==> src/rtl/sfp_pkg.sv <==
package sfp_pkg;
  typedef enum logic [2:0] {
    CMD_WREN = 3'd0,
    CMD_WRDI = 3'd1,
    CMD_WRSR = 3'd2,
    CMD_PP   = 3'd3,
    CMD_SE   = 3'd4,
    CMD_BE   = 3'd5,
    CMD_CE   = 3'd6,
    CMD_NONE = 3'd7
  } cmd_e;

  typedef enum logic [1:0] {
    OP_SR    = 2'd0,
    OP_PROG  = 2'd1,
    OP_ERASE = 2'd2,
    OP_CHIP  = 2'd3
  } op_e;

  localparam int unsigned BP_W    = 3;
  localparam int unsigned BP_LVLS = 1 << BP_W;
  // bits loaded by a status write: lock bit and protection code
  localparam logic [7:0]  NV_MASK = 8'h9C;
  localparam int unsigned SRP_BIT = 7;
  localparam int unsigned BP_LSB  = 2;
endpackage

==> src/rtl/sfp_range_check.sv <==
module sfp_range_check
  import sfp_pkg::*;
#(
  parameter int unsigned ADDR_W = 17
) (
  input  logic [BP_W-1:0]   bp_i,
  input  logic [ADDR_W-1:0] addr_i,
  output logic              prot_o
);
  localparam logic [ADDR_W:0] TOP = {1'b1, {ADDR_W{1'b0}}};

  logic [BP_LVLS-1:0] lvl_hit;

  assign lvl_hit[0]         = 1'b0;
  assign lvl_hit[BP_LVLS-1] = 1'b1;

  // code k guards the top 2^(k-1)/64 of the array
  for (genvar k = 1; k < BP_LVLS - 1; k++) begin : g_lvl
    localparam logic [ADDR_W:0] SPAN = TOP >> (BP_LVLS - 1 - k);
    localparam logic [ADDR_W:0] BASE = TOP - SPAN;
    assign lvl_hit[k] = ({1'b0, addr_i} >= BASE);
  end

  assign prot_o = lvl_hit[bp_i];
endmodule

==> src/rtl/sfp_busy_timer.sv <==
module sfp_busy_timer #(
  parameter int unsigned CNT_W = 8
) (
  input  logic             clk_i,
  input  logic             rst_ni,
  input  logic             load_i,
  input  logic [CNT_W-1:0] load_val_i,
  output logic             busy_o,
  output logic             done_o
);
  logic [CNT_W-1:0] cnt_q;

  always_ff @(posedge clk_i or negedge rst_ni) begin
    if (!rst_ni)             cnt_q <= '0;
    else if (load_i)         cnt_q <= load_val_i;
    else if (cnt_q != '0)    cnt_q <= cnt_q - 1'b1;
  end

  assign busy_o = (cnt_q != '0);
  assign done_o = (cnt_q == CNT_W'(1)) && !load_i;

  p_load_busy_r8: assert property (@(posedge clk_i) disable iff (!rst_ni)
    load_i && (load_val_i != '0) |=> busy_o);
  p_done_idle_r8: assert property (@(posedge clk_i) disable iff (!rst_ni)
    done_o |=> !busy_o);
endmodule

==> src/rtl/sfp_cmd_gate.sv <==
module sfp_cmd_gate
  import sfp_pkg::*;
(
  input  logic            cmd_valid_i,
  input  cmd_e            cmd_i,
  input  logic            busy_i,
  input  logic            wel_i,
  input  logic            srp_i,
  input  logic [BP_W-1:0] bp_i,
  input  logic            wp_ni,
  input  logic            addr_prot_i,
  output logic            accept_o,
  output logic            start_o,
  output op_e             op_o
);
  logic hw_lock;
  assign hw_lock = srp_i && !wp_ni;

  always_comb begin
    accept_o = 1'b0;
    op_o     = OP_SR;
    if (cmd_valid_i && !busy_i) begin
      unique case (cmd_i)
        CMD_WREN, CMD_WRDI: accept_o = 1'b1;
        CMD_WRSR: begin
          accept_o = wel_i && !hw_lock;
          op_o     = OP_SR;
        end
        CMD_PP: begin
          accept_o = wel_i && !addr_prot_i;
          op_o     = OP_PROG;
        end
        CMD_SE, CMD_BE: begin
          accept_o = wel_i && !addr_prot_i;
          op_o     = OP_ERASE;
        end
        CMD_CE: begin
          accept_o = wel_i && (bp_i == '0);
          op_o     = OP_CHIP;
        end
        default: accept_o = 1'b0;
      endcase
    end
  end

  assign start_o = accept_o && (cmd_i != CMD_WREN) && (cmd_i != CMD_WRDI);
endmodule

==> src/rtl/sfp_status_ctrl.sv <==
module sfp_status_ctrl
  import sfp_pkg::*;
#(
  parameter int unsigned ADDR_W  = 17,
  parameter int unsigned T_WRSR  = 100,
  parameter int unsigned T_PP    = 400,
  parameter int unsigned T_ERASE = 3000,
  parameter int unsigned T_CE    = 20000
) (
  input  logic              clk_i,
  input  logic              rst_ni,
  input  logic              cmd_valid_i,
  input  logic [2:0]        cmd_i,
  input  logic [ADDR_W-1:0] cmd_addr_i,
  input  logic [7:0]        cmd_data_i,
  input  logic              wp_ni,
  input  logic              rd_status_i,
  output logic [7:0]        status_o,
  output logic              rd_valid_o,
  output logic [7:0]        rd_data_o,
  output logic              resp_valid_o,
  output logic              resp_accept_o,
  output logic              busy_o
);
  localparam int unsigned T_MAX01 = (T_WRSR > T_PP) ? T_WRSR : T_PP;
  localparam int unsigned T_MAX23 = (T_ERASE > T_CE) ? T_ERASE : T_CE;
  localparam int unsigned T_MAX   = (T_MAX01 > T_MAX23) ? T_MAX01 : T_MAX23;
  localparam int unsigned CNT_W   = $clog2(T_MAX + 1);

  cmd_e             cmd;
  logic [7:0]       nv_q;
  logic             wel_q;
  logic             wip;
  logic             srp;
  logic [BP_W-1:0]  bp;
  logic             addr_prot;
  logic             accept;
  logic             start;
  op_e              op;
  logic             op_done;
  logic [CNT_W-1:0] load_val;

  assign cmd = cmd_e'(cmd_i);
  assign srp = nv_q[SRP_BIT];
  assign bp  = nv_q[BP_LSB +: BP_W];

  sfp_range_check #(.ADDR_W(ADDR_W)) u_range (
    .bp_i   (bp),
    .addr_i (cmd_addr_i),
    .prot_o (addr_prot)
  );

  sfp_cmd_gate u_gate (
    .cmd_valid_i (cmd_valid_i),
    .cmd_i       (cmd),
    .busy_i      (wip),
    .wel_i       (wel_q),
    .srp_i       (srp),
    .bp_i        (bp),
    .wp_ni       (wp_ni),
    .addr_prot_i (addr_prot),
    .accept_o    (accept),
    .start_o     (start),
    .op_o        (op)
  );

  always_comb begin
    unique case (op)
      OP_SR:    load_val = CNT_W'(T_WRSR);
      OP_PROG:  load_val = CNT_W'(T_PP);
      OP_ERASE: load_val = CNT_W'(T_ERASE);
      default:  load_val = CNT_W'(T_CE);
    endcase
  end

  sfp_busy_timer #(.CNT_W(CNT_W)) u_timer (
    .clk_i      (clk_i),
    .rst_ni     (rst_ni),
    .load_i     (start),
    .load_val_i (load_val),
    .busy_o     (wip),
    .done_o     (op_done)
  );

  always_ff @(posedge clk_i or negedge rst_ni) begin
    if (!rst_ni) begin
      wel_q <= 1'b0;
      nv_q  <= '0;
    end else begin
      if (accept && cmd == CMD_WREN)      wel_q <= 1'b1;
      else if (accept && cmd == CMD_WRDI) wel_q <= 1'b0;
      else if (op_done)                   wel_q <= 1'b0;
      if (accept && cmd == CMD_WRSR)      nv_q <= cmd_data_i & NV_MASK;
    end
  end

  always_ff @(posedge clk_i or negedge rst_ni) begin
    if (!rst_ni) begin
      resp_valid_o  <= 1'b0;
      resp_accept_o <= 1'b0;
      rd_valid_o    <= 1'b0;
      rd_data_o     <= '0;
    end else begin
      resp_valid_o  <= cmd_valid_i;
      resp_accept_o <= accept;
      rd_valid_o    <= rd_status_i;
      if (rd_status_i) rd_data_o <= status_o;
    end
  end

  assign status_o = nv_q | {6'b0, wel_q, wip};
  assign busy_o   = wip;

  p_busy_reject_r7: assert property (@(posedge clk_i) disable iff (!rst_ni)
    cmd_valid_i && busy_o |=> resp_valid_o && !resp_accept_o);
  p_no_wel_r3: assert property (@(posedge clk_i) disable iff (!rst_ni)
    cmd_valid_i && !status_o[1] && (cmd_i inside {3'd2, 3'd3, 3'd4, 3'd5, 3'd6})
    |=> !resp_accept_o);
  p_hw_lock_r6: assert property (@(posedge clk_i) disable iff (!rst_ni)
    cmd_valid_i && cmd_i == 3'd2 && status_o[7] && !wp_ni
    |=> $stable(status_o[7]) && $stable(status_o[4:2]));
  p_ce_guard_r5: assert property (@(posedge clk_i) disable iff (!rst_ni)
    cmd_valid_i && cmd_i == 3'd6 && status_o[4:2] != 3'b000 |=> !resp_accept_o);
  p_wel_done_r8: assert property (@(posedge clk_i) disable iff (!rst_ni)
    $fell(busy_o) |-> !status_o[1]);
  p_resp_once_r11: assert property (@(posedge clk_i) disable iff (!rst_ni)
    !cmd_valid_i |=> !resp_valid_o && !resp_accept_o);
endmodule

==> config.mk <==
export PLATFORM = sky130hd
export DESIGN_NAME = sfp_status_ctrl
export DESIGN_NICKNAME = d
export VERILOG_FILES = /design/src/rtl/sfp_pkg.sv /design/src/rtl/sfp_range_check.sv /design/src/rtl/sfp_busy_timer.sv /design/src/rtl/sfp_cmd_gate.sv /design/src/rtl/sfp_status_ctrl.sv
export SDC_FILE = /design/constraint.sdc
export NUM_CORES = 1
export LEC_CHECK = 0
export ABC_AREA = 1
export CORE_MARGIN = 3
export CORE_UTILIZATION = 35
export DETAILED_ROUTE_END_ITERATION = 10
export SLEW_MARGIN = 25
export SYNTH_ARGS = -nofsm -noshare
export SYNTH_HDL_FRONTEND = slang
export SYNTH_HIERARCHICAL = 1
export SYNTH_SLANG_ARGS = --single-unit
==> constraint.sdc <==
create_clock -name clk_i -period 3.6 [get_ports clk_i]
set_clock_uncertainty 0.2 [all_clocks]
set_input_delay 0.54 -clock clk_i [delete_from_list [all_inputs] [get_ports clk_i]]
set_output_delay 0.54 -clock clk_i [all_outputs]
set_load 0.01 [all_outputs]
Word-level counts from Yosys, hierarchy flattened
Index checks and enable logic that the tools add are counted.
W data, S select, Z words.
{"block": "word_totals", "regBits": 31, "out_inout_bits": 20, "input_bits": 33}
{"block": "op_classes", "muxes": 12, "n_eq_ne": 10, "addsub": 1, "order_cmp": 7, "n_reduce_logical": 26, "n_bitwise": 1}
{"operator": "$ge A17 B17 Y1 const B", "count": 6}
{"operator": "$pmux W15 S3", "count": 1}
{"operator": "$mux W15", "count": 2}
{"operator": "$eq A15 B1 Y1 const B", "count": 1}
{"operator": "$reduce_bool A15 Y1", "count": 1}
{"operator": "$sub A15 B1 Y15 const B", "count": 1}
{"operator": "$logic_and A1 B1 Y1", "count": 11}
{"operator": "$eq A3 B3 Y1 const B", "count": 3}
{"operator": "$or A8 B2 Y8", "count": 1}
{"operator": "$eq A3 B2 Y1 const B", "count": 2}
{"operator": "$logic_not A3 Y1", "count": 2}
{"operator": "$pmux W2 S3", "count": 1}
{"operator": "$reduce_bool A3 Y1", "count": 2}
{"operator": "$logic_not A1 Y1", "count": 5}
{"operator": "$mux W1", "count": 5}
{"operator": "$lt A3 B4 Y1 const B", "count": 1}
{"operator": "$pmux W1 S4", "count": 1}
{"operator": "$reduce_or A2 Y1", "count": 2}
{"operator": "$bmux W1 S3", "count": 1}
{"operator": "$eq A3 B1 Y1 const B", "count": 1}
{"operator": "$ne A3 B1 Y1 const B", "count": 1}
{"operator": "$reduce_or A3 Y1", "count": 1}
{"operator": "$eq A2 B1 Y1 const B", "count": 1}
{"operator": "$eq A2 B2 Y1 const B", "count": 1}
{"operator": "other kinds (3)", "count": 3}

Longest topological paths before layout
{"block": "depth", "word_depth": 14, "ltp_mapped": 17}

Cells and area by module
Netlist, hierarchy kept.
{"mod": "sfp_busy_timer", "cells_each": 153, "seq_area_each_um2": 375.4, "area_each_um2": 1101.1, "instances": 1}
{"mod": "sfp_status_ctrl", "cells_each": 70, "seq_area_each_um2": 350.3, "area_each_um2": 675.6, "instances": 1}
{"mod": "sfp_cmd_gate", "cells_each": 28, "seq_area_each_um2": 0.0, "area_each_um2": 131.4, "instances": 1}
{"mod": "sfp_range_check", "cells_each": 15, "seq_area_each_um2": 0.0, "area_each_um2": 60.1, "instances": 1}

Least setup slack after synthesis
Ideal clock, no wire load.
{"block": "synth_path", "kind": "register to register", "startpoint": "register u_timer.cnt_q[0]", "endpoint": "register u_timer.cnt_q[9]", "setup_ns": 0.113, "setup_slack_ns": 0.475, "stages_incl_launch_ff": 18, "t_arrival_ns": 2.812, "path_cell_list": "dfrtp_1 -> inv_1 -> ha_1 -> nand3_2 -> nor2_8 -> nand2_2 -> or2_1 -> nor2_1 -> inv_1 -> nor2_1 -> inv_1 -> ha_1 -> or2_2 -> or2_2 -> nand2_2 -> inv_1 -> nand2_1 -> inv_1"}
{"block": "synth_via", "elab_chain_len": 7, "word_cells_on_any_way": 15, "cone_classes": "add/sub (1); eq/ne (2); mux (5); reduce/logical (7)"}
{"item": "from (decl)", "line_no": "sfp_busy_timer.sv:11", "text": "logic [CNT_W-1:0] cnt_q;"}
{"item": "from (signal assigned)", "line_no": "sfp_busy_timer.sv:15", "text": "else if (load_i) cnt_q <= load_val_i;"}
{"item": "from (signal assigned)", "line_no": "sfp_busy_timer.sv:16", "text": "else if (cnt_q != '0) cnt_q <= cnt_q - 1'b1;"}
{"item": "$reduce_bool A15 Y1 (*)", "line_no": "sfp_busy_timer.sv:19", "text": "assign busy_o = (cnt_q != '0);"}
{"item": "named net busy_o", "line_no": "sfp_status_ctrl.sv:23", "text": "output logic busy_o"}
{"item": "$logic_not A1 Y1 (*)", "line_no": "sfp_cmd_gate.sv:22", "text": "if (cmd_valid_i && !busy_i) begin"}
{"item": "$logic_and A1 B1 Y1 (*)", "line_no": "sfp_cmd_gate.sv:22"}
{"item": "$mux W2 (*)", "line_no": "sfp_cmd_gate.sv:22"}
{"item": "named net op[0]", "line_no": "sfp_status_ctrl.sv:39", "text": "op_e op;"}
{"item": "$eq A2 B2 Y1 (tied with other cells)", "line_no": "sfp_status_ctrl.sv:68", "text": "unique case (op)"}
{"item": "$pmux W15 S3 (*)", "line_no": "sfp_status_ctrl.sv:68"}
{"item": "$mux W15 (*)", "line_no": "sfp_busy_timer.sv:15"}
The timed path passes the listed nets; every way through them passes the cells marked *. The select of a mux whose other input is x is not followed.
A chain may end at the register's enable or synchronous reset.

Final worst setup path
{"block": "layout_path", "startpoint": "register u_timer.cnt_q[0]", "endpoint": "register u_timer.cnt_q[9]"}
{"block": "layout_via", "elab_chain_len": 7, "word_cells_on_any_way": 15, "cone_classes": "add/sub (1); eq/ne (2); mux (5); reduce/logical (7)"}
{"item": "$reduce_bool A15 Y1 (*)", "line_no": "sfp_busy_timer.sv:19"}
{"item": "$logic_not A1 Y1 (*)", "line_no": "sfp_cmd_gate.sv:22"}
{"item": "$logic_and A1 B1 Y1 (*)", "line_no": "sfp_cmd_gate.sv:22"}
{"item": "$mux W2 (*)", "line_no": "sfp_cmd_gate.sv:22"}
{"item": "named net op[0]", "line_no": "sfp_status_ctrl.sv:39"}
{"item": "$eq A2 B2 Y1 (tied with other cells)", "line_no": "sfp_status_ctrl.sv:68"}
{"item": "$pmux W15 S3 (*)", "line_no": "sfp_status_ctrl.sv:68"}
{"item": "$mux W15 (*)", "line_no": "sfp_busy_timer.sv:15"}
Marks and branches as above.

==> flow_summary_export.csv <==
group,metric,value,unit
timing,slew_viol_final,0,
pwr,total_leakage_power,1.256,nW
global_routing,grt_first_pass_wirelength,7086,um
timing,tns,0,ps
yosys,synthesis.area_per_instance,7.399,um^2
detailed_routing,initial_drt_pass_iterations,4,
final_layout,finalNonFillerCells,377,
place,gp_congestion,0.8247,
clock_network,cts.repair_timing.setup_buffer_count,0,
place,place_inst,369,
global_routing,globalRouteOverflowTotal,0,
yosys,synth_top_area_share,36.87,%
hold_path,worstHoldPathType,"flop to flop",
global_routing,grt_start_max_net_pins,30,
global_routing,vias_in_the_first_global_route,1619,
clock_network,h-tree-depth,2,
floorplanning,boundaryPins,53,
clock_network,clock_sink_count,29,
floorplanning,chipHeight,80.99,um
timing,fin_crit,3336,ps
yosys,synth_top_area_cells,"dfrtp_1, nand2_1, inv_1",
pwr,vdd.ir_drop.worst,0.1207,mV
detailed_routing,drt_first_iter_violations,62,
final_layout,finalNetCount,345,
final_layout,layout-drive-gt1-share,14.66,%
detailed_routing,detail_route.wirelength,4151,um
global_routing,number_of_antenna_violations_at_the_first_check_in_global_routing,0,
detailed_routing,drc,0,
yosys,simple_logic_cell_fraction_of_the_synthesized_area,39.29,%
pwr,power_density,277.5,nW/um^2
detailed_routing,vias,1638,
yosys,count_of_flip_flops_with_a_built_in_enable_after_synthesis,0,
yosys,synth_seq_cells,29,
yosys,ys_seq_area_share,36.87,%
timing,setup_viol,0,
yosys,synth-compound-area-share,6.739,%
detailed_routing,vias_per_cell,4.345,
detailed_routing,drt.antenna.violating_nets,0,
timing,post-route-period-util,92.67,%
global_routing,track_usage,13.95,%
clock_network,worst_setup_hold_path_clk_slew,70,ps
worst_setup_path,critical_path_peak_fanout,5,
clock_network,clk-insertion-delay-late,280,ps
final_layout,layout-area-overhead-vs-synth,25.17,%
yosys,post-synth-top-area-cell,"dfrtp_1",
floorplanning,floorplan.rows,26,
place,dpl.hpwl,3179,um
worst_setup_path,cp-start-kind,"flop",
status,run_status,"completed",
yosys,synth_fa_ha_area_share,3.814,%
final_layout,n_antenna_cell,0,
floorplanning,initial_core_util,37.35,%
floorplanning,floorplan.die.width,80.99,um
run,cap_viol_max_count,0,
yosys,ys_warn_count,6,
timing,achievable-frequency,299.7,MHz
yosys,synth_top_flop_cell,"dfrtp_1",
worst_setup_path,end_kind,"flop",
clock_network,cts_made_buffers,5,
floorplanning,design.die.area,6559,um^2
worst_setup_path,worst_ep_required_time,3580,ps
yosys,muxShareOfSynthArea,0,%
place,portBuffers,33,
clock_network,tritoncts,"done",
yosys,post_synth_xor_area_fraction,2.225,%
yosys,largest_family_of_logic_cells_by_synthesized_area,"simple AND/OR/NAND/NOR gates",
yosys,netlist_area,1968,um^2
timing,final_hold_viol_count,0,
clock_network,cts-root-buf,"clkbuf_8",
yosys,ys_async_sr_fraction,100.0,%
floorplanning,core_area,5270,um^2
worst_setup_path,path_class,"flop to flop",
detailed_routing,detail_route.wl_per_cell,11.01,um
worst_setup_path,cp_data_arrival_time,3310,ps
yosys,syn_inst,266,
clock_network,ctsLongestPathBuffers,2,
yosys,synth.distinct_cells,32,
-- worst max-delay path, stage by stage (launching register included) --
cell and delay, ps:
dfrtp_1 410, inv_1 110, ha_1 240, nand3_2 200, nor2_8 220, nand2_2 80, or2_1 270, nor2_1 150
inv_1 100, nor2_2 160, inv_1 90, ha_1 220, or2_2 310, or2_2 300, nand2_2 70, inv_1 40
nand2_1 50, inv_1 30
-- cells in the mapped netlist, types with 2 or more instances --
| master | instances |
|---|---|
| inv_2 | 5 |
| nand2_1 | 81 |
| a21oi_1 | 5 |
| o21ai_1 | 8 |
| or2_2 | 3 |
| buf_4 | 7 |
| nand3_2 | 2 |
| o21ai_0 | 7 |
| xor2_1 | 4 |
| nor2_1 | 22 |
| nor2_4 | 2 |
| nor3_1 | 2 |
| nand2_4 | 5 |
| a21oi_2 | 2 |
| nand3_1 | 17 |
| dfrtp_1 | 29 |
| ha_1 | 6 |
| nand3b_1 | 2 |
| nor2_2 | 5 |
| nor2_8 | 3 |
| inv_1 | 34 |
| nand2_2 | 5 |
-- cells in the final DEF (no fill, tap or decap), drive strengths merged --
| master | instances |
|---|---|
| clkinv | 1 |
| xnor2 | 1 |
| nand3b | 2 |
| conb | 8 |
| nand4 | 1 |
| a31oi | 1 |
| nor3 | 2 |
| nor2 | 32 |
| buf | 2 |
| xor2 | 4 |
| dfrtp | 29 |
| nand3 | 20 |
| clkbuf | 7 |
| inv | 39 |
| a21oi | 7 |
| nor4 | 1 |
| o21ai | 16 |
| or2 | 4 |
| ha | 6 |
| nand2 | 91 |
| clkdlybuf4s50 | 33 |
-- registers in the layout, indices dropped and copies added (netlist names) --
register	flops
nv_q	4
rd_data_o	6
rd_valid_o	1
resp_accept_o	1
resp_valid_o	1
u_timer/cnt_q	15
wel_q	1
-- cell families (layout without fill, tap and decap cells) --
logic type / Yosys count / after routing
and+or+nand+nor: 153 / 153
buffers and inverters: 48 / 82
DFF: 29 / 29
AOI/OAI and AO/OA: 24 / 24
adders and majority gates: 6 / 6
xor gates and xnor gates: 5 / 5
other: 1 / 8
-- what timing repair did --
item | CTS | global route
hold buffers | 0 | 0
endpoints found under the setup margin | 0 | 1
resized for setup | 0 | 1
-- report_power, final --
part | total (mW) | internal [mW] | switching (mW)
clock | 0.299 | 0.173 | 0.126
combinational | 0.0547 | 0.0274 | 0.0273
sequential | 0.330 | 0.329 | 0.00154
total | 0.684 | 0.529 | 0.155
-- metal layers --
| metal | part of all wire [%] | up-vias | global-route usage [%] |
|---|---|---|---|
| li1 | - | 880 | - |
| met1 | 48 | 721 | 17.46 |
| met2 | 48 | 33 | 23.65 |
| met3 | 3.9 | 4 | 3.880 |
| met4 | 0.53 | 0 | 3.547 |
| met5 | 0 | - | 0 |
-- area by class of cell --
| cell class | instances | area [um^2] |
|---|---|---|
| fillers | 559 | 2806 |
| clock buffers | 7 | 96.34 |
| flip-flops and latches | 29 | 725.7 |
| multi-input cells | 196 | 1057 |
| well taps | 70 | 87.58 |
| inverters | 39 | 146.4 |
| clock inverters | 1 | 5.005 |
| repair buffers | 35 | 345.3 |
-- through the flow --
step,setup slack (ps),hold WS [ps],instance area [um^2],utilization (%),power [mW]
2_1_floorplan,474.9,44.41,1994,-,0.3593
3_3_place_gp,228.4,305.4,2360,44.78,0.3920
3_5_place_dp,206.3,306.1,2360,44.78,0.3920
4_1_cts,194.0,315.9,2461,46.70,0.6932
5_1_grt,-14.28,347.9,2464,46.75,0.7133
6_report,263.8,313.3,2464,46.75,0.6836
-- path summary, 6_finish.rpt --
path	startpoint	to	slack (ps)	depth (start not counted)
min in group asynchronous	rst_ni	u_timer/cnt_q[6]	460	2
max reg2reg	u_timer/cnt_q[0]	u_timer/cnt_q[9]	260	17
max	u_timer/cnt_q[0]	u_timer/cnt_q[9]	260	17
min reg2reg	rd_data_o[3]	rd_data_o[3]	310	2
min	rd_data_o[3]	rd_data_o[3]	310	2
max in group asynchronous	rst_ni	rd_data_o[1]	2460	2
Note: power is estimated with default switching activity, not from simulation.
